--- src/rtl/rb_pkg.sv ---
package rb_pkg;
    typedef enum logic [3:0] {
        OP_NONE = 4'd0,
        OP_ARLC = 4'd1,
        OP_ARRC = 4'd2,
        OP_ARL  = 4'd3,
        OP_ARR  = 4'd4,
        OP_RLC  = 4'd5,
        OP_RRC  = 4'd6,
        OP_RL   = 4'd7,
        OP_RR   = 4'd8,
        OP_SLA  = 4'd9,
        OP_BIT  = 4'd10,
        OP_SET  = 4'd11,
        OP_RES  = 4'd12
    } rb_op_e;
endpackage

--- src/rtl/rb_shift.sv ---
module rb_shift
    import rb_pkg::*;
#(
    parameter int unsigned W = 8
) (
    input  rb_op_e         op,
    input  logic [W-1:0]   val,
    input  logic           cin,
    output logic [W-1:0]   res,
    output logic           cout,
    output logic           hit,
    output logic           acc_form
);
    always_comb begin
        hit      = 1'b1;
        acc_form = 1'b0;
        res      = val;
        cout     = cin;
        unique case (op)
            OP_ARLC, OP_RLC: begin
                res  = {val[W-2:0], val[W-1]};
                cout = val[W-1];
            end
            OP_ARRC, OP_RRC: begin
                res  = {val[0], val[W-1:1]};
                cout = val[0];
            end
            OP_ARL, OP_RL: begin
                res  = {val[W-2:0], cin};
                cout = val[W-1];
            end
            OP_ARR, OP_RR: begin
                res  = {cin, val[W-1:1]};
                cout = val[0];
            end
            OP_SLA: begin
                res  = {val[W-2:0], 1'b0};
                cout = val[W-1];
            end
            default: hit = 1'b0;
        endcase
        if (op == OP_ARLC || op == OP_ARRC || op == OP_ARL || op == OP_ARR)
            acc_form = 1'b1;
    end
endmodule

--- src/rtl/rb_bitop.sv ---
module rb_bitop
    import rb_pkg::*;
#(
    parameter int unsigned W  = 8,
    localparam int unsigned IW = $clog2(W)
) (
    input  rb_op_e         op,
    input  logic [W-1:0]   val,
    input  logic [IW-1:0]  idx,
    output logic [W-1:0]   res,
    output logic           tst_z,
    output logic           is_test,
    output logic           is_write
);
    logic [W-1:0] mask;

    assign mask  = {{(W-1){1'b0}}, 1'b1} << idx;
    assign tst_z = ~|(val & mask);

    always_comb begin
        res      = val;
        is_test  = 1'b0;
        is_write = 1'b0;
        unique case (op)
            OP_BIT: is_test = 1'b1;
            OP_SET: begin
                res      = val | mask;
                is_write = 1'b1;
            end
            OP_RES: begin
                res      = val & ~mask;
                is_write = 1'b1;
            end
            default: ;
        endcase
    end
endmodule

--- src/rtl/rb_flags.sv ---
module rb_flags (
    input  logic clk,
    input  logic rst_n,
    input  logic ld_c,
    input  logic ld_z,
    input  logic c_d,
    input  logic z_d,
    output logic c_q,
    output logic z_q
);
    always_ff @(posedge clk or negedge rst_n) begin
        if (!rst_n) begin
            c_q <= 1'b0;
            z_q <= 1'b0;
        end else begin
            if (ld_c) c_q <= c_d;
            if (ld_z) z_q <= z_d;
        end
    end
endmodule

--- src/rtl/rotbit_unit.sv ---
module rotbit_unit
    import rb_pkg::*;
#(
    parameter int unsigned W  = 8,
    localparam int unsigned IW = $clog2(W)
) (
    input  logic          clk,
    input  logic          rst_n,
    input  logic [3:0]    op_i,
    input  logic [W-1:0]  opnd_i,
    input  logic [IW-1:0] bit_i,
    input  logic          cin_i,
    output logic [W-1:0]  res_o,
    output logic          we_o,
    output logic          flag_c_o,
    output logic          flag_z_o
);
    rb_op_e       op_e;
    logic [W-1:0] sh_res, bo_res;
    logic         sh_cout, sh_hit, sh_acc;
    logic         bo_z, bo_test, bo_write;
    logic         ld_c, ld_z, c_d, z_d;

    assign op_e = rb_op_e'(op_i);

    rb_shift #(.W(W)) u_shift (
        .op(op_e), .val(opnd_i), .cin(cin_i),
        .res(sh_res), .cout(sh_cout), .hit(sh_hit), .acc_form(sh_acc)
    );

    rb_bitop #(.W(W)) u_bitop (
        .op(op_e), .val(opnd_i), .idx(bit_i),
        .res(bo_res), .tst_z(bo_z), .is_test(bo_test), .is_write(bo_write)
    );

    always_comb begin
        res_o = sh_hit ? sh_res : bo_res;
        we_o  = sh_hit | bo_write;
        ld_c  = sh_hit;
        c_d   = sh_cout;
        ld_z  = (sh_hit & ~sh_acc) | bo_test;
        z_d   = sh_hit ? ~|sh_res : bo_z;
    end

    rb_flags u_flags (
        .clk(clk), .rst_n(rst_n),
        .ld_c(ld_c), .ld_z(ld_z), .c_d(c_d), .z_d(z_d),
        .c_q(flag_c_o), .z_q(flag_z_o)
    );
endmodule

--- config.mk ---
export PLATFORM = sky130hd
export DESIGN_NAME = rotbit_unit
export DESIGN_NICKNAME = d
export VERILOG_FILES = /design/src/rtl/rb_pkg.sv /design/src/rtl/rb_shift.sv /design/src/rtl/rb_bitop.sv /design/src/rtl/rb_flags.sv /design/src/rtl/rotbit_unit.sv
export SDC_FILE = /design/constraint.sdc
export NUM_CORES = 1
export LEC_CHECK = 0
export BUFFER_PORTS_ARGS = -buffer_cell sky130_fd_sc_hd__buf_2
export CAP_MARGIN = 20
export CORE_MARGIN = 2
export CORE_UTILIZATION = 54
export CTS_CLUSTER_DIAMETER = 150
export CTS_CLUSTER_SIZE = 24
export DETAILED_ROUTE_END_ITERATION = 16
export PLACE_DENSITY = 0.91
export SETUP_SLACK_MARGIN = 0.05
export SLEW_MARGIN = 20
export SYNTH_ARGS = -nofsm -noshare
export SYNTH_HDL_FRONTEND = slang
export SYNTH_SLANG_ARGS = --single-unit
--- constraint.sdc ---
create_clock -name clk -period 3.2 [get_ports clk]
set_input_delay 0.64 -clock clk [delete_from_list [all_inputs] [get_ports clk]]
set_output_delay 0.64 -clock clk [all_outputs]
set_load 0.05 [all_outputs]
---- Yosys cells after proc, flatten, opt, wreduce, memory -nomap -nowiden ----
Index checks and enable logic that the tools add are counted.
storage, ports and cells
  bits in registers ....................... 2
  bits in latches ......................... 0
  RAM bits ................................ 0
  memory bits (read-only) ................. 0
  logic and storage cells ................. 47
  memories ................................ 0
operators by class
  add/sub/neg operators ................... 0
  multipliers ............................. 0
  divide/modulo/power cells ............... 0
  magnitude comparators ................... 0
  equality and inequality tests ........... 12
  shifts and indexed selects .............. 1
  multiplexer cells ....................... 9
  bitwise operators ....................... 8
  reduce and logical (&&, ||, !) cells .... 15
operators by type and width
  kind                 number
  $pmux 8 s5           1
  $eq 4x4->1 const B   5
  $and 8x8->8          2
  $eq 4x3->1 const B   4
  $pmux 8 s2           1
  $reduce_or 8->1      2
  $reduce_or 2->1      5
  $reduce_or 9->1      1
  $eq 4x2->1 const B   2
  $mux 8               1
  $not 8->8            1
  $or 8x8->8           1
  $shl 1x3->8 const A  1
  $mux 1               5
  $reduce_or 5->1      1
  $eq 4x1->1 const B   1
  $reduce_or 4->1      1
  $logic_or 1x1->1     3
  $logic_not 1->1      2
  $or 1x1->1           2
  $pmux 1 s2           1
  $and 1x1->1          1
  $not 1->1            1

---- Longest topological paths before layout ----
Gate-level depths: netlist of the first run.
  depth after elaboration ................. 8
  mapped depth ............................ 7
  depth with buffers taken out ............ 5

---- Modules after synthesis ----
From an unflattened synthesis of the first run, not the netlist that was laid out.
unflattened totals
  cell total of the unflattened synthesis .. 127
  area total of the unflattened synthesis .. 1038.5 µm²
by module, submodules not included
  module       times used  cells each  area an instance (µm²)
  rb_shift     1           69          515.5
  rb_bitop     1           38          269.0
  rotbit_unit  1           16          173.9
  rb_flags     1           4           80.1

---- Least setup slack after synthesis of the first run ----
No wires, ideal clock.
  kind .................................... input -> output
  from .................................... input port op_i[2]
  to ...................................... output port res_o[0]
  data arrival time ....................... 2.666 ns
  slack ................................... -0.106 ns
  stages on the path ...................... 7
  path buffers ............................ 2
  path through ............................ buf_6 clkbuf_1 nor4_1 o21ai_0 nand2_1 o21ai_0 a221oi_1
between the ends
  longest elaborated chain between the ends .. 4
ends and longest elaborated chain
  element                                             line               source
  from (decl)                                         rotbit_unit.sv:9   input logic [3:0] op_i,
  $eq 4x4->1, or another cell as far along            rb_shift.sv:19     unique case (op)
  $reduce_or 2->1 or $reduce_or 9->1 (tied branches)  -
  $pmux 8 s5 or $mux 1 (tied branches)                rb_shift.sv:19
  $mux 8 *                                            rotbit_unit.sv:37  res_o = sh_hit ? sh_res : bo_res;
  to (decl)                                           rotbit_unit.sv:13  output logic [W-1:0] res_o,
Every way passes the cells marked *; elsewhere a longest branch is shown, timed or not.

---- Final worst setup path of the first run ----
  from .................................... input port op_i[3]
  to ...................................... output port res_o[4]
The elaborated chain is that of the path after synthesis.

==> summary.md, run 1 <==
| Metric | Value |
|---|---|
| Status | `finished, final reports clean` |
| Crit path time final | `2.89 ns` |
| Gpl congestion | `0.932` |
| Setup Buffers After CTS | `0` |
| Worst Max-Slew Pin Slew | `0.400 ns` |
| CTS tree | `yes` |
| Peak supply drop | `209 uV` |
| Port bufs | `28` |
| Core Footprint | `0.00149 sq mm` |
| Clk root buf | `clkbuf_4` |
| Mapped Cells | `131` |
| Max Cap Violations | `0` |
| Number of global-route vias before repair | `903` |
| Die footprint | `0.00189 sq mm` |
| Tot Pwr | `277 uW` |
| Ys flop type | `dfrtp_1` |
| Clk_lat worst skew | `0.22 ns` |
| Gate power share | `0.691` |
| Post-Route Setup TNS | `0 ns` |
| Warnings, synthesis | `0` |
| Seq cells post-synth | `2` |
| Chip height | `43.5 um` |
| CP max FO | `20` |
| Launch point of the worst path | `op_i[3]` |
| First-pass GRT wire length | `3910 um` |
| Syn Area/Cell | `6.42 sq um` |
| R2R depth | `4` |
| CP max stage delay | `0.41 ns` |
| Length of the first detailed-routing pass in iterations | `8` |
| Final hold violation count | `0` |
| Sw Pwr | `148 uW` |
| Skew final | `0 ns` |
| DR WL/cell | `15.0 um` |
| Hold Buf Count CTS | `0` |
| Power share of the clock group | `0.195` |
| Overall routing resource usage | `0.267` |
| WL final | `2470 um` |
| FF-to-FF Start | `u_flags.c_q$_DFFE_PN0N_` |
| Top post-synthesis cells by count | `nand2_1, o21ai_0, nor2_1` |
| Largest net degree at the start of global routing | `22` |
| DR vias | `1090` |
| CTS Buf Count | `3` |
| Async S/R FF share, synth | `1.00` |
| Most used cell, CP | `buf_2` |
| Worst EP required | `2.56 ns` |
| Post-cts resize count | `0` |
| Critical Path End Type | `output port` |
| Leakage | `0.000415 uW` |
| Final setup viols | `0` |
| Post-DRT Antenna Nets | `0` |
| Worst path arrival time | `2.25 ns` |
| Slowest-stage cell, CP | `nor3b_1` |
| Top cell type by total area after synthesis | `nand2_1` |
| H-tree levels | `1` |
| Ranking of synthesized cells by area | `nand2_1, o21ai_0, dfrtp_1` |
| Switching share of power | `0.536` |
| R2R Path End | `u_flags.c_q$_DFFE_PN0N_` |
| Global route overflow | `0` |
| Layout cell share with drive strength beyond 1 | `0.268` |
| Clock transition at the registers of the reported paths | `0.03 ns` |
| DRT iter0 DRCs | `21` |
| Slew Limit Fails | `0` |
| Most common cell in the netlist | `nand2_1` |
| Register share of total power | `0.114` |
| RSZ-0062 raised after global routing | `no` |
| DRC | `0` |
| End of the critical path | `res_o[4]` |
| HPWL Detailed | `1820 um` |
| Reg2Reg Setup Slack | `2.34 ns` |
| Diode count | `0` |
| Worst path cell trace | `buf_2 -> nor2b_1 -> nor3b_1 -> a22oi_1 -> a21oi_1 -> buf_2` |
| Hold/Removal Path Class | `input pin to asynchronous set/reset pin` |
| Synth Cell Area | `841 sq um` |
| Syn_nets | `149` |
| Crit Path Category | `input pin to output port` |
| Synth top area share | `0.0937` |
| Slew HR | `0.733` |
| Worst Setup Start Kind | `input pin` |
| Synth cell types | `42` |
| Effective utilization at floorplan | `0.565` |
| Fmax | `0.346 GHz` |
| Maximum clock insertion buffer count | `2` |
| Internal | `128 uW` |
| Sequential share of the synthesized area | `0.0595` |
| Via-to-Cell Ratio | `6.61` |
| Final Cycle Share | `0.902` |
| CP Buf/Inv Count | `2` |
| Area growth syn-to-layout | `15.0%` |
| Die Wd | `43.5 um` |
| PD cells | `286 mW/mm^2` |
| Clock sinks | `2` |
| Nets | `169` |
| Initial antenna violation count | `0` |
| Post-synth EDFFs | `0` |
| Crit. path cell count | `6` |
| Rows | `14` |
| Filler cells | `134` |
| Top delay family on crit path | `simple AND/OR/NAND/NOR gates` |
| I/O pin count | `29` |
-- stage by stage --
| step | utilization | cells | instance area [sq um] | worst slack [ns] | hold slack (ns) |
|---|---|---|---|---|---|
| final | 0.650 | 165 | 967 | 0.312 | 0.200 |
| after global routing | 0.650 | 165 | 967 | 0.215 | 0.188 |
| after CTS | 0.650 | 165 | 967 | 0.374 | 0.197 |
| after detailed placement | 0.634 | 162 | 945 | 0.387 | 0.426 |
| after global placement | 0.634 | 162 | 945 | 0.430 | 0.424 |
| after floorplan | - | 131 | 847 | 0.139 | 0.344 |
-- sequential cells by signal (all words and copies together), names as in the netlist --
register     flops
u_flags.c_q      1
u_flags.z_q      1
-- worst min-delay path by stage --
stage,from,end,slack (ns),cells past startpoint
2_1_floorplan,rst_n,u_flags.c_q$_DFFE_PN0N_,0.34,0
4_1_cts,rst_n,u_flags.c_q$_DFFE_PN0N_,0.20,1
3_5_place_dp,rst_n,u_flags.z_q$_DFFE_PN0P_,0.43,1
3_3_place_gp,rst_n,u_flags.z_q$_DFFE_PN0P_,0.42,1
5_1_grt,rst_n,u_flags.c_q$_DFFE_PN0N_,0.19,1
6_report,rst_n,u_flags.c_q$_DFFE_PN0N_,0.20,1
-- routing by layer --
layer / wire length (um) / track usage / vias to the layer above
met2: 1250 / 0.496 / 61
met1: 990 / 0.321 / 496
met5: 0 / 0 / -
met3: 208 / 0.0375 / 2
met4: 23 / 0.0667 / 0
li1: - / - / 531
-- area by class of cell --
class,instances,area (sq um),share of cell area
tap,16,20.0,0.0207
sequential,2,50.0,0.0517
multi-input combinational,112,716,0.740
inverter,3,11.3,0.0116
clock buffer,3,22.5,0.0233
timing repair buffer,29,148,0.153
-- kinds of logic after synthesis --
| logic type | synth area share |
|---|---|
| flops | 0.0595 |
| mux | 0.101 |
| buf+inv | 0.0967 |
| simple gates | 0.372 |
| compound gates | 0.371 |
-- cell usage in the layout, fill, tap and decap left out, types with 2 or more instances in the layout --
| cell type | count |
|---|---|
| a211oi_1 | 2 |
| a21o_1 | 2 |
| a21oi_1 | 8 |
| a22oi_1 | 5 |
| a31oi_1 | 2 |
| and4_1 | 2 |
| buf_2 | 28 |
| clkbuf_4 | 3 |
| dfrtp_1 | 2 |
| inv_1 | 3 |
| mux2i_1 | 4 |
| mux4_2 | 2 |
| nand2_1 | 21 |
| nand3_1 | 5 |
| nor2_1 | 9 |
| nor2b_1 | 7 |
| nor3_1 | 4 |
| nor4_1 | 3 |
| o211ai_1 | 3 |
| o21ai_0 | 11 |
| o22ai_1 | 2 |
-- power groups by stage --
| stage | Clock, uW | Combinational [uW] | Sequential, uW |
|---|---|---|---|
| after floorplan | 0 | 132 | 45.7 |
| after global placement | 0 | 186 | 31.6 |
| after detailed placement | 0 | 189 | 31.7 |
| after CTS | 55.8 | 190 | 31.4 |
| after global routing | 60.0 | 205 | 31.7 |
| final | 54.0 | 191 | 31.4 |
No activity file was read; power rests on OpenSTA's default activity.
==> run 2: changes to the inputs <==
Settings changed: SETUP_SLACK_MARGIN 0.05 to 0.4, SKIP_CTS_REPAIR_TIMING from default to 1.
Clock period 3.2 ns to 3.5 ns, I/O delays scaled along.
==> run 2 against run 1 <==
Net effect: via count grew 2.6%; cell area rose by 1.0%; routed wire length grew 2.5%; combinational power shrank 7%; critical path type unchanged; highest routed layer unchanged.
==> summary.md, run 2 (synthesis results as in run 1) <==
| Metric | Value |
|---|---|
| Status | `finished, final reports clean` |
| Most frequent cells in the layout | `buf_2, nand2_1, o21ai_0, nor2_1` |
| Post-Route Setup TNS | `0 ns (unchanged)` |
| Worst Max-Slew Pin Slew | `0.412 ns (+0.0123 ns)` |
| Global route overflow | `0 (unchanged)` |
| Clock transition at the registers of the reported paths | `0.03 ns (about the same)` |
| Effective utilization at floorplan | `0.565 (unchanged)` |
| CP max stage delay | `0.42 ns (about the same)` |
| Reg2Reg Setup Slack | `2.63 ns (+0.29 ns)` |
| Gpl congestion | `0.910 (-2.3%)` |
| Chip height | `43.5 um (unchanged)` |
| Peak supply drop | `241 uV (+15%)` |
| Layout cell share with drive strength beyond 1 | `0.282 (+0.0134)` |
| H-tree levels | `1 (unchanged)` |
| DR vias | `1118 (+2.6%)` |
| DR WL/cell | `15.4 um (+2.5%)` |
| Slew HR | `0.725 (-0.00824)` |
| Via-to-Cell Ratio | `6.78 (+2.6%)` |
| R2R depth | `4 (unchanged)` |
| Clk_lat worst skew | `0.22 ns (about the same)` |
| Leakage | `0.000416 uW (+0.20%)` |
| I/O pin count | `29 (unchanged)` |
| Length of the first detailed-routing pass in iterations | `5 (-3)` |
| PD cells | `262 mW/mm^2 (-8.3%)` |
| HPWL Detailed | `1890 um (+3.8%)` |
| Worst path arrival time | `2.33 ns (+0.08 ns)` |
| Most used cell, CP | `buf_2` |
| Final hold violation count | `0 (unchanged)` |
| Post-DRT Antenna Nets | `0 (unchanged)` |
| Crit Path Category | `input pin to output port` |
| Worst path cell trace | `buf_2 -> nor2b_1 -> nor3b_1 -> a22oi_1 -> a21oi_2 -> buf_2` |
| Max Cap Violations | `0 (unchanged)` |
| Number of global-route vias before repair | `953 (+5.5%)` |
| Area growth syn-to-layout | `16.2%` |
| R2R Path End | `u_flags.c_q$_DFFE_PN0N_` |
| Final setup viols | `0 (unchanged)` |
| Maximum clock insertion buffer count | `2 (unchanged)` |
| Biggest regs | `u_flags.c_q (1), u_flags.z_q (1)` |
| WL final | `2540 um (+2.5%)` |
| Slowest-stage cell, CP | `nor3b_1` |
| DRC | `0 (unchanged)` |
| Diode count | `0 (unchanged)` |
| RSZ-0062 raised after global routing | `no` |
| Clock sinks | `2 (unchanged)` |
| Initial antenna violation count | `0 (unchanged)` |
| Core Footprint | `0.00149 sq mm (unchanged)` |
| Hold/Removal Path Class | `input pin to asynchronous set/reset pin` |
| Clk root buf | `clkbuf_4` |
| Die Wd | `43.5 um (unchanged)` |
| Final Cycle Share | `0.867` |
| CTS Buf Count | `3 (unchanged)` |
| Overall routing resource usage | `0.282 (+0.0146)` |
| Port bufs | `28 (unchanged)` |
| Rows | `14 (unchanged)` |
| FF-to-FF Start | `u_flags.c_q$_DFFE_PN0N_` |
| Placed Cells | `162 (unchanged)` |
| Die footprint | `0.00189 sq mm (unchanged)` |
| Skew final | `0 ns (unchanged)` |
| Non-Filler Instances | `165 (unchanged)` |
| CP max FO | `20 (unchanged)` |
| Fmax | `0.330 GHz` |
| Critical Path End Type | `output port` |
| DRT iter0 DRCs | `67 (+220%)` |
| Crit path time final | `3.03 ns` |
| Largest net degree at the start of global routing | `21 (-4.5%)` |
| Slew Limit Fails | `0 (unchanged)` |
| Nets | `169 (unchanged)` |
| First-pass GRT wire length | `4160 um (+6.3%)` |
| Worst EP required | `2.80 ns (+0.24 ns)` |
| Most common cell after layout, fill and taps aside | `buf_2` |
| Worst Setup Start Kind | `input pin` |
| CTS tree | `yes` |
| Filler cells | `132 (-1.5%)` |
==> run 2: cell types whose count changed in the layout (fill, tap and decap cells not counted) <==
cell and change:
a31oi_1 -1, a21oi_2 +1, a31oi_2 +1, a21oi_1 -1
==> run 2: worst max path at each step <==
stage	startpoint	to	slack [ns]	depth (start not counted)
floorplan	op_i[2]	res_o[3]	0.48	6
global placement	op_i[0]	res_o[4]	0.59	7
detailed placement	op_i[1]	res_o[4]	0.52	7
CTS	op_i[3]	res_o[4]	0.51	6
global route	op_i[3]	res_o[4]	0.41	6
finish	op_i[3]	res_o[4]	0.47	6
==> run 2: cell type report <==
type	count	area [sq um]	area share
inverters	3	11.3	0.0115
multi-input cells	112	726	0.743
clock buffers	3	22.5	0.0230
flip-flops and latches	2	50.0	0.0512
well taps	16	20.0	0.0205
repair buffers	29	148	0.151
==> run 2: worst max-delay path: cells and delay by family <==
family	cells	cell delay (ns)
simple gates	2	0.76
buf+inv	2	0.55
compound gates	2	0.32
==> run 2: report_power, final <==
part	switching [uW]	internal (uW)	total (uW)
registers	2.12	26.9	29.0
logic	124	53.5	178
clock network	12.0	37.8	49.8
total	138	118	256
==> run 2: through the flow <==
| stage | setup WS [ns] | power (uW) | util | cell area, sq um | hold WS, ns |
|---|---|---|---|---|---|
| CTS | 0.507 | 258 | 0.656 | 977 | 0.249 |
| floorplan | 0.478 | 164 | - | 857 | 0.404 |
| global placement | 0.593 | 201 | 0.641 | 955 | 0.481 |
| detailed placement | 0.519 | 205 | 0.641 | 955 | 0.486 |
| global route | 0.410 | 274 | 0.656 | 977 | 0.249 |
| finish | 0.466 | 256 | 0.656 | 977 | 0.255 |
==> run 2: metal layers <==
metal,up-vias,share of wire,global-route usage
li1,531,-,-
met1,509,0.40,0.383
met2,74,0.49,0.472
met3,4,0.096,0.0250
met4,0,0.017,0.0909
met5,-,0,0
==> run 3: changes to the inputs <==
Settings changed: CORE_UTILIZATION 54 to 50, PLACE_DENSITY 0.91 to 0.86.
Clock period 3.5 ns to 3 ns, I/O delays scaled along.
==> run 3 against run 2 <==
Net effect: global-route usage is 1.5 points lower; hold slack worse by 0.11 ns; routed wire length is 5.4% higher; critical path depth is 1 higher; sequential cell count stayed put; final cell count is 1.8% higher; core utilization is 2.9 points higher; non-clock buffer count is 3 higher; critical path type unchanged.
==> summary.md, run 3 (synthesis results as in run 1) <==
| Metric | Value |
|---|---|
| Skew final | `0 ns (unchanged)` |
| RSZ-0062 raised after global routing | `yes` |
| CP max FO | `15 (-25%)` |
| CTS Buf Count | `3 (unchanged)` |
| Routed met2 length | `1280 um (+4.1%)` |
| Clk_lat worst skew | `0.22 ns (about the same)` |
| Met3 WL | `287 um (+18%)` |
| FF-to-FF Start | `u_flags.c_q$_DFFE_PN0N_` |
| Max Cap Violations | `0 (unchanged)` |
| Final Cycle Share | `0.893` |
| Slowest-stage cell, CP | `or3b_2` |
| Diode count | `0 (unchanged)` |
| Effective utilization at floorplan | `0.545 (-0.0193)` |
| Most frequent cells in the layout | `buf_2, nand2_1, o21ai_0, nor2_1, nor2b_1` |
| Final hold violation count | `0 (unchanged)` |
| Most used cell, CP | `buf_4` |
| Largest net degree at the start of global routing | `21 (unchanged)` |
| Gpl congestion | `0.926 (+1.7%)` |
| DR vias | `1152 (+3.0%)` |
| Worst path arrival time | `2.08 ns (-0.25 ns)` |
| Leakage | `0.000445 uW (+7.0%)` |
| Via-to-Cell Ratio | `6.86 (+1.2%)` |
| PD cells | `297 mW/mm^2 (+13%)` |
| Layout cell share with drive strength beyond 1 | `0.342 (+0.0602)` |
| DRT iter0 DRCs | `62 (-7.5%)` |
| WL met1 | `1020 um (+0.29%)` |
| Status | `finished, final reports clean` |
| Clk root buf | `clkbuf_4` |
| Die Wd | `45.0 um (+3.6%)` |
| Rows | `14 (unchanged)` |
| Final setup viols | `0 (unchanged)` |
| Area growth syn-to-layout | `25.6%` |
| First-pass GRT wire length | `4060 um (-2.5%)` |
| Length of the first detailed-routing pass in iterations | `4 (-1)` |
| Clock transition at the registers of the reported paths | `0.03 ns (about the same)` |
| Nets | `172 (+1.8%)` |
| HPWL Detailed | `1910 um (+0.91%)` |
| Area post-placement | `966 sq um (+1.2%)` |
| Worst path cell trace | `buf_4 -> nor2_4 -> nand4b_1 -> or3b_2 -> a22oi_2 -> a21oi_2 -> buf_4` |
| Placed Cells | `163 (+0.62%)` |
| Number of global-route vias before repair | `935 (-1.9%)` |
| H-tree levels | `1 (unchanged)` |
| Port bufs | `28 (unchanged)` |
| Post-DRT Antenna Nets | `0 (unchanged)` |
| Final instance area | `0.00106 sq mm (+8.1%)` |
| Biggest regs | `u_flags.c_q (1), u_flags.z_q (1)` |
| Slew HR | `0.802 (+0.0770)` |
| Fmax | `0.373 GHz` |
| Global route overflow | `0 (unchanged)` |
| Most common cell after layout, fill and taps aside | `buf_2` |
| Die footprint | `0.00203 sq mm (+7.2%)` |
| I/O pin count | `29 (unchanged)` |
| Hold/Removal Path Class | `input pin to asynchronous set/reset pin` |
| Core Footprint | `0.00154 sq mm (+3.5%)` |
| Peak supply drop | `236 uV (-2.4%)` |
| DRC | `0 (unchanged)` |
| Initial antenna violation count | `0 (unchanged)` |
| Crit path time final | `2.68 ns` |
| Post-Route Setup TNS | `0 ns (unchanged)` |
| Critical Path End Type | `output port` |
| Worst Max-Slew Pin Slew | `0.289 ns (-0.123 ns)` |
| Overall routing resource usage | `0.267 (-0.0150)` |
| Launch point of the worst path | `op_i[1]` |
| CTS tree | `yes` |
| Non-Filler Instances | `168 (+1.8%)` |
| Crit Path Category | `input pin to output port` |
| Chip height | `45.0 um (+3.6%)` |
| Maximum clock insertion buffer count | `2 (unchanged)` |
| Clock sinks | `2 (unchanged)` |
| Slew Limit Fails | `0 (unchanged)` |
| Top sig layer | `met4` |
| Tot Pwr | `314 uW (+22%)` |
| Worst EP required | `2.40 ns (-0.40 ns)` |
| CP max stage delay | `0.54 ns (+0.12 ns)` |
| WL final | `2670 um (+5.4%)` |
| DR WL/cell | `15.9 um (+3.5%)` |
| Worst Setup Start Kind | `input pin` |
| Post-layout util | `0.685 (+0.0288)` |
==> run 3: changes by cell type in the layout (fill, tap and decap cells not counted), sizes merged <==
cell,change
clkbuf,+3
==> run 3: area by class of cell <==
type	instances	area (sq um)
clock buffers	3	22.5
inverters	3	11.3
fillers	139	485
multi-input cells	112	763
flip-flops and latches	2	50.0
repair buffers	32	189
well taps	16	20.0
==> run 3: worst paths after layout <==
check / end / slack (ns) / cells past startpoint
setup / recovery: res_o[4] / 0.32 / 7
hold / removal: u_flags.z_q$_DFFE_PN0P_ / 0.15 / 1
setup reg to reg: u_flags.c_q$_DFFE_PN0N_ / 2.14 / 4
hold reg to reg: u_flags.z_q$_DFFE_PN0P_ / 0.49 / 2
max in group asynchronous: u_flags.c_q$_DFFE_PN0N_ / 2.75 / 1
min in group clk: u_flags.z_q$_DFFE_PN0P_ / 0.49 / 2
==> run 3: metrics by stage <==
stage / setup WS (ns) / hold WS [ns]
after global routing: 0.246 / 0.142
after global placement: 0.289 / 0.384
after detailed placement: 0.202 / 0.387
final: 0.321 / 0.149
after floorplan: 0.227 / 0.304
after CTS: 0.205 / 0.144
==> run 3: report_power, final <==
group | internal [uW] | switching [uW] | leakage (uW)
Sequential | 31.3 | 2.22 | 0.0000252
Combinational | 71.4 | 149 | 0.000406
Clock | 44.2 | 15.9 | 0.0000138
Total | 147 | 167 | 0.000445
==> run 3: critical path: cells and delay by family <==
family / cells / cell delay, ns
simple gates: 3 / 0.88
buf+inv: 2 / 0.36
compound gates: 2 / 0.23
==> run 3: per-layer routing <==
| layer | up-vias | track usage |
|---|---|---|
| met2 | 87 | 0.423 |
| li1 | 543 | - |
| met4 | 0 | 0.135 |
| met3 | 10 | 0.0320 |
| met5 | - | 0 |
| met1 | 512 | 0.355 |
